--- src/rtl/shadow_pkg.sv ---
package shadow_pkg;

    // Register file geometry
    localparam int ATTR_REGS = 7;
    localparam int SEGS      = 2 * ATTR_REGS;
    localparam int SEG_IDX_W = $clog2(SEGS);
    localparam int SEL_W     = $clog2(ATTR_REGS + 1);
    localparam logic [SEL_W-1:0] VID_SEL = SEL_W'(ATTR_REGS);

    // Read-back masks
    localparam logic [7:0] ATTR_MASK = 8'h33;
    localparam logic [7:0] VID_MASK  = 8'h02;

    // Attribute: bit 0 read internal, bit 1 write internal
    typedef logic [1:0] attr_t;

    typedef enum logic [1:0] {
        REGION_DEFAULT = 2'd0,
        REGION_VIDEO   = 2'd1,
        REGION_SEG     = 2'd2
    } region_e;

    typedef struct packed {
        region_e               region;
        logic [SEG_IDX_W-1:0]  seg;
    } hit_t;

    // seg[2r] is the low nibble of register r, seg[2r+1] the high nibble
    typedef struct packed {
        attr_t [SEGS-1:0] seg;
        logic             vid_int;
    } cfg_t;

    function automatic cfg_t reset_cfg(input bit bus_side);
        cfg_t c;
        for (int i = 0; i < SEGS; i++) begin
            if (bus_side) c.seg[i] = (i == 0) ? 2'd0 : 2'd3;
            else          c.seg[i] = (i == 0) ? 2'd3 : 2'd0;
        end
        c.vid_int = bus_side;
        return c;
    endfunction

endpackage

--- src/rtl/shadow_seg_lookup.sv ---
module shadow_seg_lookup
    import shadow_pkg::*;
#(
    parameter int ADDR_W = 32
) (
    input  logic [ADDR_W-1:0] addr,
    output hit_t              hit
);

    logic above_1m;
    logic unused_addr_lo;

    assign above_1m       = |addr[ADDR_W-1:20];
    assign unused_addr_lo = ^addr[13:0];

    always_comb begin
        hit.region = REGION_DEFAULT;
        hit.seg    = '0;
        if (!above_1m) begin
            unique case (addr[19:16])
                4'h8, 4'h9: begin
                    hit.region = REGION_SEG;
                    hit.seg    = SEG_IDX_W'(0);
                end
                4'hA, 4'hB: begin
                    hit.region = REGION_VIDEO;
                end
                4'hC, 4'hD, 4'hE: begin
                    // 16 KB slices: C0000 -> 2, EC000 -> 13
                    hit.region = REGION_SEG;
                    hit.seg    = SEG_IDX_W'(2) + SEG_IDX_W'(addr[17:14]);
                end
                4'hF: begin
                    hit.region = REGION_SEG;
                    hit.seg    = SEG_IDX_W'(1);
                end
                default: begin
                    hit.region = REGION_DEFAULT;
                end
            endcase
        end
    end

endmodule

--- src/rtl/shadow_cfg_regs.sv ---
module shadow_cfg_regs
    import shadow_pkg::*;
#(
    parameter bit BUS_SIDE = 1'b1
) (
    input  logic             clk,
    input  logic             rst_n,
    input  logic             wr,
    input  logic [SEL_W-1:0] sel,
    input  logic [7:0]       wdata,
    output logic [7:0]       rdata,
    output cfg_t             cfg
);

    cfg_t cfg_d, cfg_q;
    cfg_t rst_val;
    logic unused_wdata;

    assign unused_wdata = ^{wdata[7:6], wdata[3:2]};

    generate
        if (BUS_SIDE) begin : g_bus_defaults
            assign rst_val = reset_cfg(1'b1);
        end else begin : g_mem_defaults
            assign rst_val = reset_cfg(1'b0);
        end
    endgenerate

    // Next-state: each nibble field is updated only when its value differs
    always_comb begin
        cfg_d = cfg_q;
        if (wr) begin
            if (sel == VID_SEL) begin
                cfg_d.vid_int = wdata[1];
            end else begin
                for (int n = 0; n < 2; n++) begin
                    if (wdata[4*n +: 2] != cfg_q.seg[2*int'(sel) + n]) begin
                        cfg_d.seg[2*int'(sel) + n] = wdata[4*n +: 2];
                    end
                end
            end
        end
    end

    always_ff @(posedge clk or negedge rst_n) begin
        if (!rst_n) cfg_q <= rst_val;
        else        cfg_q <= cfg_d;
    end

    always_comb begin
        rdata = '0;
        if (sel == VID_SEL) begin
            rdata[1] = cfg_q.vid_int;
        end else begin
            rdata[1:0] = cfg_q.seg[2*int'(sel)];
            rdata[5:4] = cfg_q.seg[2*int'(sel) + 1];
        end
    end

    assign cfg = cfg_q;

endmodule

--- src/rtl/shadow_route_mux.sv ---
module shadow_route_mux
    import shadow_pkg::*;
(
    input  hit_t  hit,
    input  cfg_t  cfg,
    input  logic  is_write,
    output logic  internal
);

    attr_t attr;

    always_comb begin
        attr = 2'd3;
        if (int'(hit.seg) < SEGS) attr = cfg.seg[hit.seg];
    end

    always_comb begin
        unique case (hit.region)
            REGION_VIDEO: internal = cfg.vid_int;
            REGION_SEG:   internal = is_write ? attr[1] : attr[0];
            default:      internal = 1'b1;
        endcase
    end

endmodule

--- src/rtl/shadow_route_decoder.sv ---
module shadow_route_decoder
    import shadow_pkg::*;
#(
    parameter int ADDR_W   = 32,
    parameter bit BUS_SIDE = 1'b1
) (
    input  logic              clk,
    input  logic              rst_n,
    input  logic              cfg_wr,
    input  logic [2:0]        cfg_sel,
    input  logic [7:0]        cfg_wdata,
    output logic [7:0]        cfg_rdata,
    input  logic [ADDR_W-1:0] acc_addr,
    input  logic              acc_write,
    output logic              route_internal,
    output logic              bios_shadowed
);

    cfg_t cfg;
    hit_t hit;

    shadow_cfg_regs #(
        .BUS_SIDE (BUS_SIDE)
    ) u_regs (
        .clk   (clk),
        .rst_n (rst_n),
        .wr    (cfg_wr),
        .sel   (cfg_sel),
        .wdata (cfg_wdata),
        .rdata (cfg_rdata),
        .cfg   (cfg)
    );

    shadow_seg_lookup #(
        .ADDR_W (ADDR_W)
    ) u_lookup (
        .addr (acc_addr),
        .hit  (hit)
    );

    shadow_route_mux u_mux (
        .hit      (hit),
        .cfg      (cfg),
        .is_write (acc_write),
        .internal (route_internal)
    );

    // Register 0 high nibble, bit 0 (register bit 4)
    assign bios_shadowed = cfg.seg[1][0];

endmodule

--- config.mk ---
export PLATFORM = sky130hd
export DESIGN_NAME = shadow_route_decoder
export DESIGN_NICKNAME = d
export VERILOG_FILES = /design/src/rtl/shadow_pkg.sv /design/src/rtl/shadow_seg_lookup.sv /design/src/rtl/shadow_cfg_regs.sv /design/src/rtl/shadow_route_mux.sv /design/src/rtl/shadow_route_decoder.sv
export SDC_FILE = /design/constraint.sdc
export NUM_CORES = 1
export LEC_CHECK = 0
export CAP_MARGIN = 10
export CELL_PAD_IN_SITES_DETAIL_PLACEMENT = 1
export CELL_PAD_IN_SITES_GLOBAL_PLACEMENT = 2
export CORE_ASPECT_RATIO = 1.4
export CORE_MARGIN = 5
export CORE_UTILIZATION = 35
export DETAILED_ROUTE_END_ITERATION = 10
export DONT_BUFFER_PORTS = 1
export GPL_TIMING_DRIVEN = 0
export PLACE_DENSITY_LB_ADDON = 0.1
export SYNTH_ARGS = -nofsm -noshare
export SYNTH_HDL_FRONTEND = slang
export SYNTH_SLANG_ARGS = --single-unit
--- constraint.sdc ---
create_clock -name clk -period 1.85 [get_ports clk]
set_clock_uncertainty 0.05 [all_clocks]
set_input_delay 0 -clock clk [delete_from_list [all_inputs] [get_ports clk]]
set_output_delay 0 -clock clk [all_outputs]
set_load 0.01 [all_outputs]
Word level (Yosys, flattened, before mapping) --
Cells that the tools add are included.
Operators by class: multiplexer cells 26, equality and inequality tests 13, reduce and logical (&&, ||, !) cells 8, $add $sub $neg 2, multiply operators 0, bitwise operators 1, magnitude comparators 6, div/mod/pow operators 0, shift-type cells 0
Operators by type and width (number):
- 28-bit 2-to-1 mux | 4
- 28-bit bitwise mux | 2
- 4-bit equality test (second input constant) | 8
- 32-bit by 1-bit >= comparator with 1-bit output (second input constant) | 1
- 32-bit by 6-bit < comparator with 1-bit output (second input constant) | 1
- 2-bit binary-select mux with 4-bit select | 2
- 2-bit 2-to-1 mux | 8
- 12-bit OR reduction | 1
- 4-bit by 5-bit < comparator with 1-bit output (second input constant) | 2
- 2-bit demux with 4-bit select | 1
- 4-bit one-hot mux with 2 select lines | 1
- 2-bit binary-select mux with 3-bit select | 1
- 2-bit demux with 3-bit select | 1
- 6-bit 2-to-1 mux | 1
- 6-bit OR reduction | 1
- 4-bit by 1-bit adder with 5-bit output (second input constant) | 1
- 2-bit by 4-bit adder with 4-bit output (first input constant) | 1
- 4-bit by 1-bit >= comparator with 1-bit output (second input constant) | 1
- 4-bit < comparator (second input constant) | 1
- 2-bit inequality test | 2
- 2-bit one-hot mux with 2 select lines | 1
- 2-bit AND reduction | 2
- 3-bit equality test (second input constant) | 1
- 1-bit 2-to-1 mux | 3
- other kinds (7) | 8
Word-level totals: ROM bits 0, bits in registers 29, logic and storage cells 71, output and inout port bits 10, latch bits 0, memories 0, bits in writable memories 0

Depth between registers and ports, before layout --
word-level depth 10, mapped depth 9, gate-level depth less buffers 8

Hierarchy --
From an unflattened synthesis, not the netlist that was laid out.
Unflattened totals: cell total of the unflattened synthesis 153, area total of the unflattened synthesis 1973.1 um^2
Modules (own cells, without submodules):
- shadow_cfg_regs | times used 1, seq. area each 759.5 um^2, area each 1471.4 um^2, cells each 100
- shadow_route_mux | times used 1, seq. area each 0.0 um^2, area each 335.3 um^2, cells each 34
- shadow_seg_lookup | times used 1, seq. area each 0.0 um^2, area each 166.4 um^2, cells each 19

Worst setup path after synthesis --
Ideal clock, no wire load.
kind reg2reg, start point register u_regs.cfg_q (netlist bit u_regs.cfg[3]), end point register u_regs.cfg_q (netlist bit u_regs.cfg[15]), clock period less this slack 2.067 ns, setup time 0.085 ns, cell stages (with the launch flop) 8, arrival 1.932 ns, path slack -0.217 ns, cell sequence dfstp_2 > mux2i_1 > mux4_2 > xnor2_1 > nor2_1 > nor2b_4 > nand3_1 > mux2_1
On the way: longest elaborated chain between the ends 5
RTL lines:
- start, declared | RTL line shadow_cfg_regs.sv:15 | cfg_t cfg_d, cfg_q;
- start signal, assigned | RTL line shadow_cfg_regs.sv:46 | if (!rst_n) cfg_q <= rst_val;
- start signal, assigned | RTL line shadow_cfg_regs.sv:47 | else cfg_q <= cfg_d;
- 2-bit binary-select mux with 4-bit select | RTL line shadow_cfg_regs.sv:37 | if (wdata[4*n +: 2] != cfg_q.seg[2*int'(sel) + n]) begin
- 2-bit 2-to-1 mux (implied by the code) (2 in a row) | RTL line shadow_cfg_regs.sv:37
- 2-bit inequality test | RTL line shadow_cfg_regs.sv:37
- 28-bit 2-to-1 mux | RTL line shadow_cfg_regs.sv:37
Every way passes these cells. The select of a mux whose other input is x is not followed. A chain may end at the register's enable or synchronous reset.

Worst setup path after layout --
start point register u_regs.cfg_q (netlist bit u_regs.cfg[3]), end point register u_regs.cfg_q (netlist bit u_regs.cfg[4])
The elaborated chain is that of the path after synthesis.

==> flow_metrics.tcl <==
set metrics [dict create \
    area_growth_pct 18.0 \
    netSwitchingPower_mw 0.954 \
    layout.cells.most_common "dfstp_2" \
    ys_ff_latch 29 \
    p_sw_share_pct 33.0 \
    report.final.setup_viol 29 \
    worstHoldPathType "input pin to register" \
    ant_nets 0 \
    seq_area_frac_synth_pct 36.8 \
    multi_input_area_um2 1330 \
    drc 0 \
    antenna_found_initial 0 \
    largest_reg_flops 29 \
    worstSetupEndpointType "register" \
    first_iter_violations 43 \
    worstMarginPinSlew_ns 0.568 \
    grt_use_met3_pct 3.99 \
    finalHoldViolations 0 \
    h-tree-depth 2 \
    vias 1623 \
    worst_setup_path_start_kind "register" \
    clk_pin_slew_worst_paths_ns 0.06 \
    track_usage_pct 17.0 \
    port_buffers 0 \
    required_ns 2.01 \
    avgSynthCellArea_um2 10.3 \
    synthesis.instances 200 \
    busiest_layer "met2" \
    yosysUniqueCellTypes 43 \
    core_area_um2 5780 \
    yosys_warnings 0 \
    hpwl_mm 4.79 \
    synth-edff-count 0 \
    design_area_um2 2430 \
    relSlewSlack_pct 62.0 \
    path_max_fanout 4 \
    power_density_nw_per_um2 1190 \
    setup_ws_ns -0.399 \
    holdWs_ns 0.00840 \
    cts.sinks 29 \
    synth_flop_cell "dfstp_2" \
    clkLatencyLatePin_ns 0.28 \
    initial_core_util_pct 35.7 \
    syn_area_um2 2060 \
    final_cell_mix "27 x dfstp_2, 18 x nand2_1, 16 x mux2_4, 15 x mux2i_1, 14 x mux2_1" \
    grt_max_degree 30 \
    layout-drive-gt1-share_pct 38.9 \
    die_w_um 74.9 \
    pre_cts_slack_ns -0.371 \
    fin_crit_ns 2.25 \
    drv_slew 0 \
    wl_per_cell_um 21.2 \
    root_buffer "clkbuf_8" \
    yosys.area.top_type "dfstp_2" \
    clock_path_buffers 2 \
    path_class "register to register" \
    crit_arrival_ns 2.40 \
    pwr-share-seq_pct 47.2 \
    grt_pass1_wl_mm 9.61 \
    die-area_um2 7550 \
    setup-tns-final_ns -9.22 \
    grt-ovfl-total 0 \
    numCtsBuffers 5 \
    met2_usage_pct 29.4 \
    finalCritPeriodShare_pct 122 \
    grt_pass1_vias 1818 \
    fmax_mhz 445 \
    seqCellArea_um2 759 \
    yosysTopAreaCellShare_pct 34.4 \
    maxCapViolations 0 \
    violations "negative setup slack" \
    drtPass1Iterations 4 \
    fillCellCount 673 \
    placementRows 33 \
    clock_power_share_pct 18.5 \
    via_per_inst 5.67 \
    leakage_nw 1.02 \
    wl_mm 6.07 \
    synth.area.top_cells "dfstp_2 34%, mux2_1 16%, mux2i_1 7.8%, mux4_2 4.4%, nand2_1 3.5%" \
    antenna_cells 0 \
    finalWeightedCongestion 0.823 \
    cts_tree "yes" \
    nets 266 \
    comb_power_share_pct 34.3 \
    async_flop_share_pct 100 \
    dpl-instance-area_um2 2250 \
    grtUsageMet1_pct 20.1 \
    rsz0062_at_grt "true" \
    boundaryPins 57 \
    irDropWorstVdd_v 0.000581 \
    status "finished with violations" \
    die_h_um 101 \
    intPower_mw 1.93 \
]
critical path, stage by stage (launching register included):
cell and delay, ns:
dfstp_2 0.60, mux2i_1 0.10, mux4_2 0.52, xnor2_2 0.20, nor2_4 0.07, nor2b_4 0.17, nand2_1 0.12, mux2_1 0.35
through the flow:
step / std cells / utilization [%] / power (mW)
after floorplan: 203 / - / 1.97
after global placement: 273 / 38.9 / 2.22
after detailed placement: 273 / 38.9 / 2.25
after CTS: 285 / 41.6 / 2.86
after global routing: 286 / 42.1 / 3.03
final: 286 / 42.1 / 2.89
path summary, 6_finish.rpt:
kind                               startpoint              to  slack (ns)  depth (start not counted)
worst max register to register  u_regs.cfg[3]   u_regs.cfg[4]       -0.40                          7
min in group asynchronous               rst_n   u_regs.cfg[2]        0.12                          2
max in group asynchronous               rst_n  u_regs.cfg[28]        1.39                          2
worst min-delay path                   cfg_wr  u_regs.cfg[22]       0.008                          2
worst min register to register  u_regs.cfg[1]   u_regs.cfg[1]        0.56                          1
worst max-delay path            u_regs.cfg[3]   u_regs.cfg[4]       -0.40                          7
power by group through the flow:
stage          registers, mW  clock network [mW]  logic (mW)
6_report                1.36               0.533       0.989
5_1_grt                 1.40               0.571        1.06
4_1_cts                 1.36               0.545       0.958
3_5_place_dp            1.37                   0       0.877
3_3_place_gp            1.37                   0       0.849
2_1_floorplan           1.24                   0       0.733
cells in the mapped netlist, types with 5 or more instances:
cell      number
mux2_1        30
dfstp_2       27
nand2_1       19
mux2i_1       16
nand3_1       10
nand4_1        9
nor2_1         9
inv_1          7
a21oi_1        6
nand2b_1       5
timing repair:
item                                   4_1_cts  5_1_grt
gates resized for setup                      4        4
endpoints found under the hold margin       33        0
setup endpoints to repair                   29       29
pin swaps                                    3        2
setup buffers                                2        1
hold buffers                                 3        0
cells by family after synthesis:
group	synth area share, %
and+or+nand+nor	17.8
muxes	28.5
DFF	36.8
AOI/OAI and AO/OA	8.25
buffers and inverters	5.34
adders and majority gates	1.82
xor gates and xnor gates	1.27
other	0.182
metal layers:
metal	share of wire [%]	up-vias
li1	-	761
met1	40	820
met2	54	30
met3	4.0	12
met4	2.1	0
met5	0	-
cell type report:
class / count / area share (%)
Buffer: 14 / 3.29
Clock buffer: 7 / 3.55
Tap cell: 70 / 3.60
Timing Repair Buffer: 6 / 2.57
Multi-Input combinational cell: 152 / 54.6
Sequential cell: 29 / 31.2
Inverter: 8 / 1.23
No activity file was read; power rests on OpenSTA's default activity.
